$ cat src/rtl/lcd_scan_pkg.sv
package lcd_scan_pkg;

  localparam logic [1:0] LV_GND = 2'b00;  // VSS
  localparam logic [1:0] LV_LOW = 2'b01;  // V4 or V5
  localparam logic [1:0] LV_MID = 2'b10;  // V2 or V3
  localparam logic [1:0] LV_TOP = 2'b11;  // V1

  // Segment electrode level from effective pixel and polarity.
  function automatic logic [1:0] seg_level(input logic pix, input logic pol);
    if (pol) return pix ? LV_TOP : LV_MID;
    else     return pix ? LV_GND : LV_LOW;
  endfunction

  // Common electrode level from selection and polarity.
  function automatic logic [1:0] com_level(input logic sel, input logic pol);
    if (pol) return sel ? LV_GND : LV_MID;
    else     return sel ? LV_TOP : LV_LOW;
  endfunction

endpackage

$ cat src/rtl/lcd_scan_timer.sv
module lcd_scan_timer #(
  parameter int NLINES = 64,
  parameter int INV_W  = 5,
  localparam int LINE_W = $clog2(NLINES),
  localparam int ADDR_W = LINE_W + 1
) (
  input  logic              clk,
  input  logic              rst_n,
  input  logic              tick,
  input  logic [LINE_W-1:0] start_line,
  input  logic              line_inv_mode,
  input  logic [INV_W-1:0]  line_inv_len,
  output logic [ADDR_W-1:0] phase,
  output logic              pol,
  output logic [ADDR_W-1:0] line_addr
);

  localparam logic [ADDR_W-1:0] LAST = ADDR_W'(NLINES);

  logic [INV_W-1:0] inv_cnt;
  logic             at_last;

  assign at_last = (phase == LAST);

  always_ff @(posedge clk or negedge rst_n) begin
    if (!rst_n) begin
      phase   <= '0;
      pol     <= 1'b0;
      inv_cnt <= '0;
    end else if (tick) begin
      phase <= at_last ? '0 : phase + 1'b1;
      if (line_inv_mode) begin
        if (inv_cnt >= line_inv_len) begin
          pol     <= ~pol;
          inv_cnt <= '0;
        end else begin
          inv_cnt <= inv_cnt + 1'b1;
        end
      end else begin
        inv_cnt <= '0;
        if (at_last) pol <= ~pol;
      end
    end
  end

  // Main lines wrap modulo NLINES; the indicator slot has a fixed address.
  assign line_addr = at_last ? LAST : {1'b0, start_line + phase[LINE_W-1:0]};

endmodule

$ cat src/rtl/lcd_row_latch.sv
module lcd_row_latch #(
  parameter int NSEG   = 132,
  parameter int ADDR_W = 7
) (
  input  logic              clk,
  input  logic              rst_n,
  input  logic              tick,
  input  logic              row_valid,
  input  logic [NSEG-1:0]   row_data,
  input  logic [ADDR_W-1:0] phase,
  input  logic              pol,
  output logic              row_ready,
  output logic [NSEG-1:0]   lat_row,
  output logic [ADDR_W-1:0] lat_ph,
  output logic              lat_pol,
  output logic              lat_vld
);

  logic accept;
  assign accept = row_valid && row_ready;

  always_ff @(posedge clk or negedge rst_n) begin
    if (!rst_n) begin
      row_ready <= 1'b1;
      lat_row   <= '0;
      lat_ph    <= '0;
      lat_pol   <= 1'b0;
      lat_vld   <= 1'b0;
    end else begin
      if (accept) begin
        lat_row <= row_data;
        lat_ph  <= phase;
        lat_pol <= pol;
        lat_vld <= 1'b1;
      end
      if (tick)        row_ready <= 1'b1;
      else if (accept) row_ready <= 1'b0;
    end
  end

endmodule

$ cat src/rtl/lcd_com_drive.sv
module lcd_com_drive
  import lcd_scan_pkg::*;
#(
  parameter int NLINES = 64,
  parameter int ADDR_W = 7,
  localparam int NCOM  = NLINES + 1
) (
  input  logic [ADDR_W-1:0] lat_ph,
  input  logic              lat_pol,
  input  logic              scan_rev,
  input  logic              active,
  output logic [NCOM-1:0]   com_sel,
  output logic [2*NCOM-1:0] com_lvl
);

  localparam logic [ADDR_W-1:0] IND = ADDR_W'(NLINES);

  logic on_ind;
  assign on_ind = (lat_ph == IND);

  for (genvar i = 0; i < NCOM; i++) begin : g_com
    logic hit;
    if (i == NLINES) begin : g_ind
      assign hit = on_ind;
    end else begin : g_main
      localparam logic [ADDR_W-1:0] FWD = ADDR_W'(i);
      localparam logic [ADDR_W-1:0] BWD = ADDR_W'(NLINES - 1 - i);
      assign hit = !on_ind && (scan_rev ? (lat_ph == BWD) : (lat_ph == FWD));
    end
    assign com_sel[i]         = active && hit;
    assign com_lvl[2*i +: 2]  = active ? com_level(hit, lat_pol) : LV_GND;
  end

endmodule

$ cat src/rtl/lcd_seg_drive.sv
module lcd_seg_drive
  import lcd_scan_pkg::*;
#(
  parameter int NSEG = 132
) (
  input  logic [NSEG-1:0]   lat_row,
  input  logic              lat_pol,
  input  logic              rev_video,
  input  logic              active,
  output logic [2*NSEG-1:0] seg_lvl
);

  for (genvar j = 0; j < NSEG; j++) begin : g_seg
    logic pix;
    assign pix               = lat_row[j] ^ rev_video;
    assign seg_lvl[2*j +: 2] = active ? seg_level(pix, lat_pol) : LV_GND;
  end

endmodule

$ cat src/rtl/lcd_scan_drive.sv
module lcd_scan_drive #(
  parameter int NSEG   = 132,
  parameter int NLINES = 64,
  parameter int INV_W  = 5,
  localparam int LINE_W = $clog2(NLINES),
  localparam int ADDR_W = LINE_W + 1,
  localparam int NCOM   = NLINES + 1
) (
  input  logic              clk,
  input  logic              rst_n,
  input  logic              disp_tick,
  input  logic [LINE_W-1:0] start_line,
  input  logic              scan_rev,
  input  logic              rev_video,
  input  logic              disp_on,
  input  logic              line_inv_mode,
  input  logic [INV_W-1:0]  line_inv_len,
  input  logic [NSEG-1:0]   row_data,
  input  logic              row_valid,
  output logic              row_ready,
  output logic [ADDR_W-1:0] line_addr,
  output logic              fr,
  output logic [NCOM-1:0]   com_sel,
  output logic [2*NCOM-1:0] com_lvl,
  output logic [2*NSEG-1:0] seg_lvl
);

  logic [ADDR_W-1:0] phase, lat_ph;
  logic              pol, lat_pol, lat_vld, active;
  logic [NSEG-1:0]   lat_row;

  lcd_scan_timer #(.NLINES(NLINES), .INV_W(INV_W)) u_timer (
    .clk(clk), .rst_n(rst_n), .tick(disp_tick), .start_line(start_line),
    .line_inv_mode(line_inv_mode), .line_inv_len(line_inv_len),
    .phase(phase), .pol(pol), .line_addr(line_addr)
  );

  lcd_row_latch #(.NSEG(NSEG), .ADDR_W(ADDR_W)) u_latch (
    .clk(clk), .rst_n(rst_n), .tick(disp_tick), .row_valid(row_valid),
    .row_data(row_data), .phase(phase), .pol(pol), .row_ready(row_ready),
    .lat_row(lat_row), .lat_ph(lat_ph), .lat_pol(lat_pol), .lat_vld(lat_vld)
  );

  assign active = disp_on && lat_vld;
  assign fr     = lat_pol;

  lcd_com_drive #(.NLINES(NLINES), .ADDR_W(ADDR_W)) u_com (
    .lat_ph(lat_ph), .lat_pol(lat_pol), .scan_rev(scan_rev), .active(active),
    .com_sel(com_sel), .com_lvl(com_lvl)
  );

  lcd_seg_drive #(.NSEG(NSEG)) u_seg (
    .lat_row(lat_row), .lat_pol(lat_pol), .rev_video(rev_video),
    .active(active), .seg_lvl(seg_lvl)
  );

endmodule

$ cat config.mk
export PLATFORM = sky130hd
export DESIGN_NAME = lcd_scan_drive
export DESIGN_NICKNAME = d
export VERILOG_FILES = /design/src/rtl/lcd_scan_pkg.sv /design/src/rtl/lcd_scan_timer.sv /design/src/rtl/lcd_row_latch.sv /design/src/rtl/lcd_com_drive.sv /design/src/rtl/lcd_seg_drive.sv /design/src/rtl/lcd_scan_drive.sv
export SDC_FILE = /design/constraint.sdc
export NUM_CORES = 1
export LEC_CHECK = 0
export BUFFER_PORTS_ARGS = -buffer_cell sky130_fd_sc_hd__buf_2
export CORE_AREA = 2 2 241 243
export DETAILED_ROUTE_END_ITERATION = 8
export DIE_AREA = 0 0 243 245
export PLACE_DENSITY = 0.48
export SLEW_MARGIN = 10
export SYNTH_ARGS = -nofsm -noshare
export SYNTH_HDL_FRONTEND = slang
export SYNTH_SLANG_ARGS = --single-unit
$ cat constraint.sdc
create_clock -name clk -period 9.5 [get_ports clk]
set_input_delay 1.9 -clock clk [delete_from_list [all_inputs] [get_ports clk]]
set_output_delay 1.9 -clock clk [all_outputs]
set_load 0.005 [all_outputs]
# [Word level (Yosys, flattened, before mapping)]
# Cells that the tools add are included.
# Widths: inputs -> output; s select.
[totals] reg_bits=155 input_bits=151 output_inout_bits=468 wordCells=1208
[classes] add_sub_neg=3 n_lt_le_gt_ge=1 eq_ne=66 mux=861 bitwise=133 n_reduce_logical=136
[op_table] operator="$mux 2" n=524
[op_table] operator="$mux 1" n=333
[op_table] operator="$eq 7x6->1 const B" n=32
[op_table] operator="$xor 1x1->1" n=132
[op_table] operator="$logic_and 1x1->1" n=131
[op_table] operator="$eq 7x5->1 const B" n=16
[op_table] operator="$eq 7x4->1 const B" n=8
[op_table] operator="$eq 7x3->1 const B" n=4
[op_table] operator="$eq 7x2->1 const B" n=2
[op_table] operator="$eq 7x7->1 const B" n=2
[op_table] operator="$mux 7" n=2
[op_table] operator="$mux 5" n=2
[op_table] operator="$add 7x1->7 const B" n=1
[op_table] operator="$eq 7x1->1 const B" n=1
[op_table] operator="$logic_not 7->1" n=1
[op_table] operator="$add 6x6->6" n=1
[op_table] operator="$add 5x1->5 const B" n=1
[op_table] operator="$ge 5x5->1" n=1
[op_table] operator="$reduce_bool 2->1" n=2
[op_table] operator="$reduce_and 3->1" n=1
[op_table] operator="$ne 2x1->1 const B" n=1
[op_table] operator="$logic_not 1->1" n=1
[op_table] operator="$not 1->1" n=1

# [Depth between registers and ports, before layout]
[depth] depth_word=6 ltp_mapped=8

# [By module]
# From an unflattened synthesis, not the netlist that was laid out.
[hier_totals] cells_unflattened=1355 area_unflattened_um2=13352.8
[by_module_without_submodules] mod="lcd_row_latch" n_inst=1 cells_per_inst=301 area_per_inst_um2=5624.1 seq_area_each_um2=3554.7
[by_module_without_submodules] mod="lcd_seg_drive" n_inst=1 cells_per_inst=572 area_per_inst_um2=3895.0 seq_area_each_um2=0.0
[by_module_without_submodules] mod="lcd_com_drive" n_inst=1 cells_per_inst=375 area_per_inst_um2=2846.5 seq_area_each_um2=0.0
[by_module_without_submodules] mod="lcd_scan_timer" n_inst=1 cells_per_inst=106 area_per_inst_um2=980.9 seq_area_each_um2=325.3
[by_module_without_submodules] mod="lcd_scan_drive" n_inst=1 cells_per_inst=1 area_per_inst_um2=6.3 seq_area_each_um2=0.0

# [Worst setup path before layout]
# OpenSTA, ideal clock, no wires.
[synth_timing] kind="input -> output" startpoint="in disp_on" endpoint="out com_lvl[100]" t_arrival_ps=4878 required_time_ps=7600 path_slack_ps=2722 stages=5 path_buffers=3 cell_sequence="nand2_1 -> clkbuf_1 -> clkbuf_1 -> nor2_1 -> buf_4"
[synth_between] elab_chain_cells=2
[synth_lines] item="start: declaration" line="lcd_scan_drive.sv:15" source="input logic disp_on,"
[synth_lines] item="$logic_and 1x1->1" line="lcd_scan_drive.sv:44" source="assign active = disp_on && lat_vld;"
[synth_lines] item="$mux 2" line="lcd_com_drive.sv:31" source="assign com_lvl[2*i +: 2] = active ? com_level(hit, lat_pol) : LV_GND;"
[synth_lines] item="end: declaration" line="lcd_scan_drive.sv:24" source="output logic [2*NCOM-1:0] com_lvl,"
# No other way between the ends.

# [Final worst setup path]
[layout_timing] startpoint="in rev_video" endpoint="out seg_lvl[106]"
[layout_between] elab_chain_cells=4 elab_cells_between_ends=5
[layout_lines] item="start: declaration" line="lcd_scan_drive.sv:14" source="input logic rev_video,"
[layout_lines] item="$xor 1x1->1 (*)" line="lcd_seg_drive.sv:15" source="assign pix = lat_row[j] ^ rev_video;"
[layout_lines] item="$mux 1 (on tied branches)" line="lcd_scan_pkg.sv:11, lcd_scan_pkg.sv:10"
[layout_lines] item="$mux 2 (*)" line="lcd_scan_pkg.sv:10" source="if (pol) return pix ? LV_TOP : LV_MID;"
[layout_lines] item="$mux 2 (*)" line="lcd_seg_drive.sv:16" source="assign seg_lvl[2*j +: 2] = active ? seg_level(pix, lat_pol) : LV_GND;"
[layout_lines] item="end: declaration" line="lcd_scan_drive.sv:25" source="output logic [2*NSEG-1:0] seg_lvl"
# Mark *: on every way between the ends. The rest lies on a longest branch, timed or not.

==> summary.txt <==
Die
  • Die Span X: 243 um
  • Die Footprint: 0.05954 mm^2
  • Core Footprint: 0.05703 mm^2
  • Row cnt: 88
  • I/O pin count: 619
  • Die H: 245 um
  • Starting density of the core: 20.35%

Synthesis
  • Syn nets: 1,425
  • Synth unique cells: 50
  • Synth warn: 0
  • Sequential area share after synthesis: 33.43%
  • Cell Area, Synth: 0.01161 mm^2
  • Cells after Synth: 1,260
  • Flop and latch count out of synthesis: 155
  • Mean Syn Cell Area: 9.211 um^2

Route
  • Via count: 9,633
  • Initial drt markers: 273
  • Pre-antenna DRT Iters: 4
  • Drt wl/cell: 15.15 um
  • Post-route ant nets: 0
  • DRC viols: 0
  • Avg Vias per Cell: 3.999
  • DRT Wirelength: 36,490 um

Setup path
  • Critical path class: primary input to output pin
  • Reg2Reg Depth: 4
  • Register-to-register setup slack: 6750 ps
  • Critical path origin: rev_video
  • R2r startpoint: u_latch.row_ready
  • Startpoint Class: primary input
  • Worst Path Max Fanout: 109
  • Crit end category: output pin
  • Worst path required time: 7600 ps
  • CP arrival: 4040 ps

Global routing
  • Total track usage: 11.68%
  • Vias in the first global route: 9,445
  • Largest net degree at the start of global routing: 133
  • Initial antenna violation count: 8
  • Grt ovf: 0
  • First-pass GRT wire length: 54,540 um

Power
  • VDD IR-drop max: 0.1936 mV
  • PD cells: 246.7 mW/mm^2
  • LEAKAGE: 7.167 nW

Clock network
  • # resized after CTS: 0
  • Root buffer cell: clkbuf_16
  • Clk Latency, worst-skew pair: 450 ps
  • Sink Count: 155
  • CTS Buffer Depth: 2
  • CTS tree: built
  • CTS Buf Count: 17
  • H-tree depth: 4
  • Clock slew at reported path FFs: 70 ps
  • Hold-fix buffers at CTS: 0
  • Setup repair bufs after CTS: 0

Timing
  • Setup TNS: 0 ps
  • Final Critical Period: 5941 ps
  • Crit share post-route: 62.53%
  • Final hold violations: 0
  • Slew headroom: 35.17%
  • Worst clock skew: 15.64 ps
  • RSZ-0062 raised after global routing: no
  • Final Max Slew Viols: 0
  • Final setup vio count: 0
  • Max Freq: 0.1683 GHz
  • Worst slew pin tran: 972.5 ps

Placement
  • Buffers on Ports: 618
  • Post-DP HPWL: 27,640 um
  • Gpl congestion: 0.8527

Worst hold path
  • Hold WC Path Type: flop to flop
  • Worst Hold Depth: 1
  • Hold Startpoint: u_timer.pol

Layout
  • Utilization after layout: 25.63%
  • Area Growth Syn to Fin: 25.94%
  • Most common cell after layout, fill and taps aside: buf_2
  • Share of post-route cells with drive strength above 1: 50.46%
  • Nets@finish: 1,795
  • Most frequent cells in the layout: buf_2, nor2_1, xnor2_1, dfrtp_1, mux2_2

Outcome
  • Status: complete, no violations

Job
  • Max-capacitance violation count: 0
[layer usage]
layer | up-vias | share of wire (%) | global-route usage (%)
met5 | - | 0.17 | 0
met2 | 373 | 50 | 20.48
met4 | 12 | 1.9 | 3.627
met1 | 4563 | 41 | 13.40
li1 | 4632 | - | -
met3 | 53 | 7.4 | 3.892
[report_power, final]
group	leakage, nW	internal, mW	switching (mW)
clock network	0.299	0.360	0.358
registers	1.83	0.771	0.137
logic	5.03	0.951	1.03
total	7.17	2.08	1.52
[kinds of logic (layout without fill, tap and decap cells)]
group,after synthesis,count (layout),synth area share (%)
adders and majority gates,14,14,1.574
xor gates and xnor gates,207,207,15.62
AOI/OAI and AO/OA,92,92,5.649
other,0,1,0
buffers and inverters,295,678,16.24
muxes,138,138,13.39
DFF,155,155,33.43
and+or+nand+nor,359,359,14.10
[metrics by stage]
step / hold WS, ps / worst slack, ps / power (mW) / instance area, um^2 / instances
2_1_floorplan: 442.7 / 2722 / 2.479 / 11610 / 1260
3_3_place_gp: 459.2 / 3675 / 2.933 / 13990 / 2376
3_5_place_dp: 464.3 / 3648 / 2.931 / 13990 / 2376
4_1_cts: 474.6 / 3638 / 3.681 / 14610 / 2408
5_1_grt: 511.3 / 3414 / 3.905 / 14620 / 2409
6_report: 475.1 / 3559 / 3.606 / 14620 / 2409
[sequential cells by signal, indices dropped and copies added, names as in the netlist]
| register | count |
|---|---|
| u_latch.lat_ph | 7 |
| u_latch.lat_pol | 1 |
| u_latch.lat_row | 132 |
| u_latch.lat_vld | 1 |
| u_latch.row_ready | 1 |
| u_timer.inv_cnt | 5 |
| u_timer.phase | 7 |
| u_timer.pol | 1 |
[cell usage after synthesis (all sizes together)]
cell,n,area share [%]
xor2,49,3.7
fa,1,0.17
a21oi,5,0.22
o211ai,1,0.065
and2,2,0.11
nand4b,2,0.15
nor3b,2,0.17
nand2,15,0.49
nor4b,1,0.13
ha,13,1.4
nor4bb,2,0.17
mux2,138,13
o22ai,6,0.32
or3,1,0.054
nand3,3,0.13
a21o,7,0.45
o21ai,8,0.34
nand2b,9,0.49
a211oi,2,0.13
clkbuf,34,1.1
o22a,5,0.38
o21bai,1,0.065
nand3b,1,0.065
nand4bb,3,0.29
and3,3,0.16
or3b,1,0.075
a31oi,1,0.054
inv,13,0.42
nor4,1,0.054
dfrtp,154,33
or4b,3,0.29
a22oi,56,3.6
nor3,4,0.17
and2b,2,0.13
or4,1,0.097
nor2,278,9.5
dfstp,1,0.23
nand4,2,0.11
xnor2,158,12
nor2b,21,1.1
or2,2,0.11
buf,248,15
[layout make-up]
cell class / instances / area [um^2]
Fill cell: 6282 / 42420
Clock inverter: 15 / 196.4
Multi-Input combinational cell: 810 / 5878
Timing Repair Buffer: 633 / 3224
Sequential cell: 155 / 3884
Inverter: 13 / 48.80
Antenna cell: 1 / 2.502
Tap cell: 765 / 957.2
Clock buffer: 17 / 425.4
[worst max-delay path, cell delays in order]
cell and delay (ps):
buf_2 120, xnor2_2 660, buf_12 510, xnor2_1 210, nor2_1 160, buf_2 140
[final timing paths]
check | end
setup reg to reg | u_latch.lat_row[21]
hold reg to reg | u_timer.pol
max in group asynchronous | u_latch.lat_row[122]
min in group asynchronous | u_latch.lat_row[30]
setup / recovery | seg_lvl[106]
hold / removal | u_timer.pol
(Power assumes the default switching activity.)
